File: src/rtl/tick_timer_pkg.sv
package tick_timer_pkg;

    localparam int unsigned TMR_NUM  = 2;
    localparam int unsigned ADDR_W   = 5;
    localparam int unsigned PRE_W    = 4;
    localparam int unsigned CTRL_W   = 6;

    typedef enum logic [2:0] {
        RI_CTRL0 = 3'd0,
        RI_CTRL1 = 3'd1,
        RI_CNT0  = 3'd2,
        RI_CNT1  = 3'd3,
        RI_RLD0  = 3'd4,
        RI_RLD1  = 3'd5,
        RI_STAT  = 3'd6,
        RI_WDOG  = 3'd7
    } reg_idx_e;

    // Stored control fields; bit 0 of the bus view is the status mirror.
    typedef struct packed {
        logic [1:0] ratio;
        logic       priv;
        logic       autold;
        logic       en;
    } tmr_ctrl_t;

    function automatic logic [PRE_W-1:0] ratio_limit(input logic [1:0] r);
        logic [PRE_W-1:0] lim;
        case (r)
            2'b00:   lim = PRE_W'(0);
            2'b01:   lim = PRE_W'(3);
            2'b10:   lim = PRE_W'(7);
            default: lim = PRE_W'(15);
        endcase
        return lim;
    endfunction

endpackage

File: src/rtl/tmr_prescaler.sv
module tmr_prescaler
    import tick_timer_pkg::*;
(
    input  logic       clk,
    input  logic       rst_n,
    input  logic       run,
    input  logic       restart,
    input  logic [1:0] ratio,
    output logic       tick
);

    typedef struct packed {
        logic [PRE_W-1:0] cnt;
    } pre_state_t;

    pre_state_t       st_d, st_q;
    logic [PRE_W-1:0] lim;

    always_comb begin
        st_d = st_q;
        lim  = ratio_limit(ratio);
        // >= keeps ticking if the ratio is lowered while running
        tick = run && (st_q.cnt >= lim);
        if (!run || restart || tick) begin
            st_d.cnt = '0;
        end else begin
            st_d.cnt = st_q.cnt + 1'b1;
        end
    end

    always_ff @(posedge clk or negedge rst_n) begin
        if (!rst_n) begin
            st_q <= '0;
        end else begin
            st_q <= st_d;
        end
    end

endmodule

File: src/rtl/tmr_channel.sv
module tmr_channel
    import tick_timer_pkg::*;
#(
    parameter int unsigned CNT_W = 32
) (
    input  logic             clk,
    input  logic             rst_n,
    input  logic             ctrl_we,
    input  tmr_ctrl_t        ctrl_wr,
    input  logic             cnt_we,
    input  logic             rld_we,
    input  logic [CNT_W-1:0] wdata,
    output tmr_ctrl_t        ctrl_o,
    output logic [CNT_W-1:0] cnt_o,
    output logic [CNT_W-1:0] rld_o,
    output logic             tc_o
);

    typedef struct packed {
        tmr_ctrl_t        ctrl;
        logic [CNT_W-1:0] cnt;
        logic [CNT_W-1:0] rld;
    } chan_state_t;

    chan_state_t st_d, st_q;
    logic        tick;

    tmr_prescaler u_pre (
        .clk     (clk),
        .rst_n   (rst_n),
        .run     (st_q.ctrl.en),
        .restart (ctrl_we && ctrl_wr.en),
        .ratio   (st_q.ctrl.ratio),
        .tick    (tick)
    );

    always_comb begin
        st_d = st_q;
        tc_o = 1'b0;
        if (tick) begin
            if (st_q.cnt == '0) begin
                tc_o = 1'b1;
                if (st_q.ctrl.autold) begin
                    st_d.cnt = st_q.rld;
                end else begin
                    st_d.ctrl.en = 1'b0;
                end
            end else begin
                st_d.cnt = st_q.cnt - 1'b1;
            end
        end
        if (ctrl_we) begin
            st_d.ctrl = ctrl_wr;
        end
        if (cnt_we) begin
            st_d.cnt = wdata;
        end
        if (rld_we) begin
            st_d.rld = wdata;
        end
    end

    always_ff @(posedge clk or negedge rst_n) begin
        if (!rst_n) begin
            st_q <= '0;
        end else begin
            st_q <= st_d;
        end
    end

    assign ctrl_o = st_q.ctrl;
    assign cnt_o  = st_q.cnt;
    assign rld_o  = st_q.rld;

endmodule

File: src/rtl/tmr_regs.sv
module tmr_regs
    import tick_timer_pkg::*;
#(
    parameter int unsigned CNT_W = 32
) (
    input  logic                            clk,
    input  logic                            rst_n,
    input  logic                            bus_sel,
    input  logic                            bus_wr,
    input  logic [ADDR_W-1:0]               bus_addr,
    input  logic                            bus_priv,
    input  logic [TMR_NUM-1:0]              clr_bits,
    input  tmr_ctrl_t [TMR_NUM-1:0]         ctrl_i,
    input  logic [TMR_NUM-1:0][CNT_W-1:0]   cnt_i,
    input  logic [TMR_NUM-1:0][CNT_W-1:0]   rld_i,
    input  logic [TMR_NUM-1:0]              tc_i,
    output logic [TMR_NUM-1:0]              ctrl_we,
    output logic [TMR_NUM-1:0]              cnt_we,
    output logic [TMR_NUM-1:0]              rld_we,
    output logic [TMR_NUM-1:0]              stat_o,
    output logic [CNT_W-1:0]                rdata_o
);

    typedef struct packed {
        logic [TMR_NUM-1:0] stat;
        logic [CNT_W-1:0]   rdata;
    } regs_state_t;

    regs_state_t      st_d, st_q;
    logic [2:0]       idx;
    logic             tsel;
    logic             is_tmr;
    logic             acc_ok;
    logic             wr_ok;
    logic             stat_wr;
    logic [CNT_W-1:0] rd_val;
    logic [1:0]       unused_addr_lsb;

    assign unused_addr_lsb = bus_addr[1:0];

    always_comb begin
        idx     = bus_addr[ADDR_W-1:2];
        tsel    = idx[0];
        is_tmr  = (idx[2:1] != 2'b11);
        acc_ok  = bus_priv || !ctrl_i[tsel].priv;
        wr_ok   = bus_sel && bus_wr && is_tmr && acc_ok;
        stat_wr = bus_sel && bus_wr && (idx == RI_STAT);
        for (int n = 0; n < int'(TMR_NUM); n++) begin
            ctrl_we[n] = wr_ok && (idx[2:1] == 2'b00) && (tsel == n[0]);
            cnt_we[n]  = wr_ok && (idx[2:1] == 2'b01) && (tsel == n[0]);
            rld_we[n]  = wr_ok && (idx[2:1] == 2'b10) && (tsel == n[0]);
        end
    end

    always_comb begin
        rd_val = '0;
        case (idx[2:1])
            2'b00:   rd_val[CTRL_W-1:0] = {ctrl_i[tsel], st_q.stat[tsel]};
            2'b01:   rd_val = cnt_i[tsel];
            2'b10:   rd_val = rld_i[tsel];
            default: begin
                if (idx == RI_STAT) begin
                    rd_val[TMR_NUM-1:0] = st_q.stat;
                end
            end
        endcase
        if (is_tmr && !acc_ok) begin
            rd_val = '0;
        end
    end

    always_comb begin
        st_d = st_q;
        if (stat_wr) begin
            st_d.stat = st_q.stat & ~clr_bits;
        end
        st_d.stat = st_d.stat | tc_i;
        if (bus_sel && !bus_wr) begin
            st_d.rdata = rd_val;
        end
    end

    always_ff @(posedge clk or negedge rst_n) begin
        if (!rst_n) begin
            st_q <= '0;
        end else begin
            st_q <= st_d;
        end
    end

    assign stat_o  = st_q.stat;
    assign rdata_o = st_q.rdata;

endmodule

File: src/rtl/tick_timer_pair.sv
module tick_timer_pair
    import tick_timer_pkg::*;
#(
    parameter int unsigned CNT_W = 32
) (
    input  logic              clk,
    input  logic              rst_n,
    input  logic              bus_sel,
    input  logic              bus_wr,
    input  logic [ADDR_W-1:0] bus_addr,
    input  logic [CNT_W-1:0]  bus_wdata,
    input  logic              bus_priv,
    output logic [CNT_W-1:0]  bus_rdata,
    output logic [TMR_NUM-1:0] irq
);

    tmr_ctrl_t [TMR_NUM-1:0]         ctrl_q;
    logic [TMR_NUM-1:0][CNT_W-1:0]   cnt_q;
    logic [TMR_NUM-1:0][CNT_W-1:0]   rld_q;
    logic [TMR_NUM-1:0]              tc_pulse;
    logic [TMR_NUM-1:0]              ctrl_we;
    logic [TMR_NUM-1:0]              cnt_we;
    logic [TMR_NUM-1:0]              rld_we;
    logic [TMR_NUM-1:0]              en_vec;
    logic [TMR_NUM-1:0]              priv_vec;
    tmr_ctrl_t                       wr_ctrl;

    assign wr_ctrl = tmr_ctrl_t'(bus_wdata[CTRL_W-1:1]);

    tmr_regs #(.CNT_W(CNT_W)) u_regs (
        .clk      (clk),
        .rst_n    (rst_n),
        .bus_sel  (bus_sel),
        .bus_wr   (bus_wr),
        .bus_addr (bus_addr),
        .bus_priv (bus_priv),
        .clr_bits (bus_wdata[TMR_NUM-1:0]),
        .ctrl_i   (ctrl_q),
        .cnt_i    (cnt_q),
        .rld_i    (rld_q),
        .tc_i     (tc_pulse),
        .ctrl_we  (ctrl_we),
        .cnt_we   (cnt_we),
        .rld_we   (rld_we),
        .stat_o   (irq),
        .rdata_o  (bus_rdata)
    );

    for (genvar g = 0; g < int'(TMR_NUM); g++) begin : g_tmr
        tmr_channel #(.CNT_W(CNT_W)) u_chan (
            .clk     (clk),
            .rst_n   (rst_n),
            .ctrl_we (ctrl_we[g]),
            .ctrl_wr (wr_ctrl),
            .cnt_we  (cnt_we[g]),
            .rld_we  (rld_we[g]),
            .wdata   (bus_wdata),
            .ctrl_o  (ctrl_q[g]),
            .cnt_o   (cnt_q[g]),
            .rld_o   (rld_q[g]),
            .tc_o    (tc_pulse[g])
        );
        assign en_vec[g]   = ctrl_q[g].en;
        assign priv_vec[g] = ctrl_q[g].priv;
    end

endmodule

File: config.mk
export PLATFORM = sky130hd
export DESIGN_NAME = tick_timer_pair
export DESIGN_NICKNAME = d
export VERILOG_FILES = /design/src/rtl/tick_timer_pkg.sv /design/src/rtl/tmr_prescaler.sv /design/src/rtl/tmr_channel.sv /design/src/rtl/tmr_regs.sv /design/src/rtl/tick_timer_pair.sv
export SDC_FILE = /design/constraint.sdc
export NUM_CORES = 1
export LEC_CHECK = 0
export BUFFER_PORTS_ARGS = -buffer_cell sky130_fd_sc_hd__buf_2
export CORE_ASPECT_RATIO = 1.5
export CORE_UTILIZATION = 40
export CTS_BUF_LIST = sky130_fd_sc_hd__clkbuf_16
export DETAILED_ROUTE_END_ITERATION = 10
export PLACE_DENSITY = 0.61
export SYNTH_ARGS = -nofsm -noshare
export SYNTH_HDL_FRONTEND = slang
export SYNTH_SLANG_ARGS = --single-unit
File: constraint.sdc
create_clock -name clk -period 2.92 [get_ports clk]
set_input_delay 0.584 -clock clk [delete_from_list [all_inputs] [get_ports clk]]
set_output_delay 0.584 -clock clk [all_outputs]
set_load 0.05 [all_outputs]
Word level (Yosys, flattened, before mapping). Cells that the tools add are included.

Word-level logic and storage cells: 119. Bits of input ports: 42. Register bits after elaboration: 180.

Order comparisons: 3. Equality and inequality tests: 12. Bitwise gates (word level): 4. Mux-type cells: 36. Reductions and logical operators: 44. Add/sub/neg operators: 4.

Operators with widths (number): 32-bit two-way mux (11); 33-bit two-way mux (2); 32-bit zero test (2); 32-bit by 1-bit subtractor with 32-bit output (second input constant) (2); 26-bit one-hot mux with 2 select lines (1); 4-bit one-hot mux with 3 select lines (3); 1-bit logical AND (19); 1-bit two-way mux (12); 2-bit nonzero test (6); 5-bit two-way mux (2); 4-bit by 1-bit adder with 4-bit output (second input constant) (2); 4-bit greater-or-equal comparator (2); 4-bit two-way mux (2); 2-bit by 1-bit equality test with 1-bit output (second input constant) (3); 2-bit equality test (second input constant) (3); 2-bit zero test (3); 3-bit by 1-bit != test with 1-bit output (second input constant) (2); 2-bit one-hot mux with 3 select lines (1); 3-bit AND reduction (2); 1-bit zero test (5); 1-bit logical OR (5); 2-bit two-way mux (2); 2-bit by 1-bit != test with 1-bit output (second input constant) (2); 2-bit AND reduction (2); other kinds (7) (7).

Longest topological paths before layout.
Depth in word-level cells: 11. Mapped depth: 10. Gate-level depth less buffers: 8.

Cells and area by module. A second synthesis with hierarchy kept.

Cell total of the unflattened synthesis: 1079. Area total of the unflattened synthesis: 10839.1 µm².

Modules (own cells, without submodules): tmr_channel (area an instance 3794.9 µm², instances 2, cells an instance 383); tmr_regs (area an instance 2675.1 µm², instances 1, cells an instance 255); tmr_prescaler (g_tmr[1].u_chan.u_pre) (area an instance 291.5 µm², instances 1, cells an instance 29); tmr_prescaler (g_tmr[0].u_chan.u_pre) (area an instance 282.8 µm², instances 1, cells an instance 29).

Worst setup path after synthesis. OpenSTA, ideal clock, no wires.

Kind: register to register. Start point: register g_tmr[0].u_chan.st_q, in the netlist g_tmr[0].u_chan.ctrl_o[4]. End point: register g_tmr[0].u_chan.st_q, in the netlist g_tmr[0].u_chan.cnt_o[19]. Stages on the path, launching flop included: 10. Library setup time: 0.126 ns. Period minus slack after synthesis: 2.818 ns. Arrival: 2.692 ns. Slack: 0.102 ns. Path through: dfrtp_1 or2_2 ha_1 nand2b_1 a2111oi_0 or4_1 clkbuf_1 nor2_1 o21a_1 a221o_1.

Word-level cells in the longest chain between the ends: 6. Elaborated cells between the ends (all ways): 8. Classes of those cells: order compare (1); eq/ne (2); mux (1); reduce/logical (4).

Ends and longest elaborated chain: start: declaration (RTL line tmr_channel.sv:25) `chan_state_t st_d, st_q;`; start signal: assignment (RTL line tmr_channel.sv:67) `st_q <= st_d;`; 2-bit equality test, or another cell as far along (RTL line tick_timer_pkg.sv:29) `case (r)`; 4-bit one-hot mux with 3 select lines * (RTL line tick_timer_pkg.sv:29); 4-bit greater-or-equal comparator * (RTL line tmr_prescaler.sv:23) `tick = run && (st_q.cnt >= lim);`; 1-bit logical AND * (RTL line tmr_prescaler.sv:23); 2-bit nonzero test (no line) *; 2-bit AND reduction (no line) *.

Every way passes the cells marked *; elsewhere a longest branch is shown, timed or not. A chain may end at the register's enable or synchronous reset.

Final worst setup path.
Start point: register g_tmr[1].u_chan.st_q, in the netlist g_tmr[1].u_chan.cnt_o[13]. End point: register g_tmr[1].u_chan.st_q, in the netlist g_tmr[1].u_chan.cnt_o[18].

Word-level cells in the longest chain between the ends: 4. Elaborated cells between the ends (all ways): 7. Classes of those cells: add/sub (1); eq/ne (1); mux (3); reduce/logical (2).

Ends and longest elaborated chain: start: declaration (RTL line tmr_channel.sv:25); start signal: assignment (RTL line tmr_channel.sv:67); 32-bit by 1-bit subtractor with 32-bit output / 32-bit zero test (equally long branches) (RTL line tmr_channel.sv:49, tmr_channel.sv:41); 32-bit two-way mux (RTL line tmr_channel.sv:41) `if (st_q.cnt == '0) begin`; 33-bit two-way mux (RTL line tmr_channel.sv:40) `if (tick) begin`; 32-bit two-way mux (RTL line tmr_channel.sv:55) `if (cnt_we) begin`.

Parallel ways exist; a longest one is shown, timed or not. The select of a mux whose other input is x is not followed.

==> impl_results.md <==
* Status: finished clean
* Synth area leader: dfrtp_1
* Row Count at 72
* Die area at 26,900 um^2
* Port Buffers at 73
* RSZ-0062 raised after global routing: false
* CTS root buffer: clkbuf_16
* Synth Register Bits at 180
* Adder-Cell Fraction of Synth Area at 2.14%
* Syn Nets at 1,141
* Diodes inserted at 0
* CP Launch Type: flop
* Nets at 1,233
* Clock Skew at 0.00928 ns
* Period utilisation layout at 94.9%
* Hold crit path type: primary input to asynchronous set/reset pin
* Drt drc at 0
* Hold-fix buffers, CTS at 0
* Num CTS Buffers at 17
* Post-synth EDFFs at 0
* Starting Density at 40.8%
* Ys async rst share at 100%
* Hold Vio Cnt, Final at 0
* Synthesized area at 10,500 um^2
* P_leak at 5.33 nW
* Slew Limit Headroom at 53.8%
* GRT Total Usage at 26.6%
* Final setup viols at 0
* Setup TNS at 0 ns
* Number of max-cap violations at 0
* Routed WL per cell at 22.6 um
* Ports at 76
* Worst IR Drop VDD at 0.570 mV
* Synth Area in XOR/XNOR at 3.17%
* Int Power at 0.00628 W
* Synth area leaders: dfrtp_1 (43%), mux2_2 (13%), o21ai_0 (3.9%), nand2_1 (3.8%), a22oi_1 (3.3%)
* CTS tree: done
* Compound-Gate Fraction of Synth Area at 18.5%
* Fin. max-slew vios at 0
* Pwr dens at 843 nW/um^2
* Routed Antenna Nets at 0
* DR pass1 iterations at 6
* Setup WS pre-CTS at 0.120 ns
* R2R Path Start: g_tmr[1].u_chan.cnt_o[13]
* Dpl hpwl at 24,300 um
* Via count at 9,322
* Fin crit period at 2.77 ns
* Mapped Cells at 1,081
* Crit-path max FO at 22
* Mux share of post-synthesis cell area at 13.5%
* Core area at 25,800 um^2
* RR Endpoint: g_tmr[1].u_chan.cnt_o[18]
* Arrival time worst endpoint at 3.12 ns
* Final Power at 0.0103 W
* Area share of the leading cell type in the synthesized netlist at 42.9%
* H-Tree Depth at 4
* Most frequent cells after synthesis: dfrtp_1 (180), mux2_2 (122), nand2_1 (106)
* Layout cell share with drive strength beyond 1 at 27.1%
* Final WL at 34,300 um
* Combinational family with the most area after synthesis: compound AO/OA/AOI/OAI gates
* Top FF cell, synth: dfrtp_1
* Worst reg2reg setup slack at 0.15 ns
* Sequential share of the synthesized area at 42.9%
* Detail-routed via count per cell at 6.14
* P_sw at 0.00407 W
* Vias in the first global route at 9,409
* Clock sinks at 180
* Antenna violations before repair at 0
* Die X at 134 um
* Die Ht at 201 um
* Post-synthesis simple-gate area fraction at 15.9%
* Distinct cell type count after synthesis at 66
* Clock power frac at 22.6%
* Initial drt markers at 767
* WS Path Type: flop to flop
* Sw Share at 39.3%
* Slew of the pin with the lowest slew margin at 0.688 ns
* Pin count of the biggest net entering global routing at 68
* Most frequent cell after synthesis: dfrtp_1
* Worst Path Required at 3.27 ns
* Max Fclk at 0.361 GHz
* Area growth syn-to-layout at 16.7%
* Flop pwr share at 39.3%
* First-pass GRT wire length at 53,900 um
* Global route overflow at 0
* Clock latency at the later pin of the worst-skew pair at 0.46 ns
* Nature of the critical path endpoint: flop
* Clock Pin Slew Worst Setup and Hold Paths at 0.07 ns
* Yosys warns at 0
* Worst setup margin at 0.150 ns
* R2R depth at 8
* CTS Buffer Depth at 2
* RePlAce Congestion at 0.908
* Fillcell total at 2,512
* Synthesized area per cell at 9.72 um^2
* Combinational share of power at 38.1%
## final cells by class
class / count / area, um^2 / area share [%]
clock buffer: 17 / 425 / 3.47
clock inverter: 14 / 148 / 1.20
inverter: 24 / 90.1 / 0.734
multi-input combinational: 796 / 5630 / 45.9
sequential: 180 / 4500 / 36.7
tap: 333 / 417 / 3.40
timing repair buffer: 154 / 1060 / 8.62
## layer usage
layer  share of wire (%)  up-vias  routed length [um]  global-route usage (%)
met1                  39     4607               13300                    31.9
met5                   0        -                   0                       0
met2                  50      396               17300                    44.5
met4                 5.8        0                1990                    16.8
li1                    -     4221                   -                       -
met3                 5.0       98                1710                    3.81
## worst max-delay path, cell delays in order, from the launching register on
cell	delay [ns]
dfrtp_1	0.38
or4_1	0.57
nand4b_1	0.20
buf_4	0.20
or4b_1	0.54
a31oi_2	0.28
buf_12	0.21
nor2_1	0.07
o22a_1	0.19
## registers in the layout (all words and copies together), names as in the netlist
register / cells
g_tmr.u_chan.rld_o: 64
u_regs.rdata_o: 32
g_tmr.u_chan.cnt_o: 64
u_regs.stat_o: 2
g_tmr.u_chan.u_pre.st_q: 8
g_tmr.u_chan.ctrl_o: 10
## logic make-up after synthesis
family / count (synthesis)
AO/OA/AOI/OAI: 280
buffers and inverters: 105
XOR/XNOR: 38
flip-flops: 180
AND/OR/NAND/NOR: 334
adder cells (fa/ha/maj): 18
multiplexers: 126
## placed cells by master (no fill, tap or decap), types with 21 or more instances in the layout
master,Yosys,layout
a21oi_1,33,33
a221o_1,22,22
a22oi_1,46,46
buf_2,9,72
buf_4,0,75
dfrtp_1,180,180
inv_1,23,26
mux2_2,122,122
nand2_1,106,106
nand3_1,36,36
nor2_1,62,60
nor3_1,31,31
o21ai_0,82,82
xnor2_1,21,21
## power groups by stage
stage	clock network [W]	logic (W)	registers (W)
3_3_place_gp	0	0.00384	0.00408
4_1_cts	0.00237	0.00392	0.00406
3_5_place_dp	0	0.00390	0.00409
2_1_floorplan	0	0.00252	0.00398
5_1_grt	0.00246	0.00433	0.00417
6_report	0.00234	0.00394	0.00406
## worst max-delay path by stage
stage | start | end | slack [ns] | cells past startpoint
floorplan | g_tmr[0].u_chan.ctrl_o[4] | g_tmr[0].u_chan.cnt_o[19] | 0.10 | 9
CTS | g_tmr[1].u_chan.cnt_o[13] | g_tmr[1].u_chan.cnt_o[6] | 0.11 | 8
global route | g_tmr[0].u_chan.ctrl_o[4] | g_tmr[0].u_chan.cnt_o[27] | 0.02 | 10
detailed placement | g_tmr[1].u_chan.cnt_o[13] | g_tmr[1].u_chan.cnt_o[6] | 0.12 | 8
global placement | g_tmr[1].u_chan.cnt_o[13] | g_tmr[1].u_chan.cnt_o[22] | 0.17 | 8
finish | g_tmr[1].u_chan.cnt_o[13] | g_tmr[1].u_chan.cnt_o[18] | 0.15 | 8
## metrics by stage
| stage | hold slack (ns) | utilization, % | cell area [um^2] | std cells |
|---|---|---|---|---|
| final | 0.122 | 47.6 | 12300 | 1518 |
| after global routing | 0.164 | 47.6 | 12300 | 1518 |
| after CTS | 0.144 | 47.6 | 12300 | 1518 |
| after detailed placement | 0.465 | 45.4 | 11700 | 1487 |
| after global placement | 0.461 | 45.4 | 11700 | 1487 |
| after floorplan | 0.288 | - | 10500 | 1081 |
## repair_timing
action	CTS	global route
resized for setup	0	1
buffers inserted	0	0
endpoints found under the setup margin	0	1
Note: power is estimated with default switching activity, not from simulation.
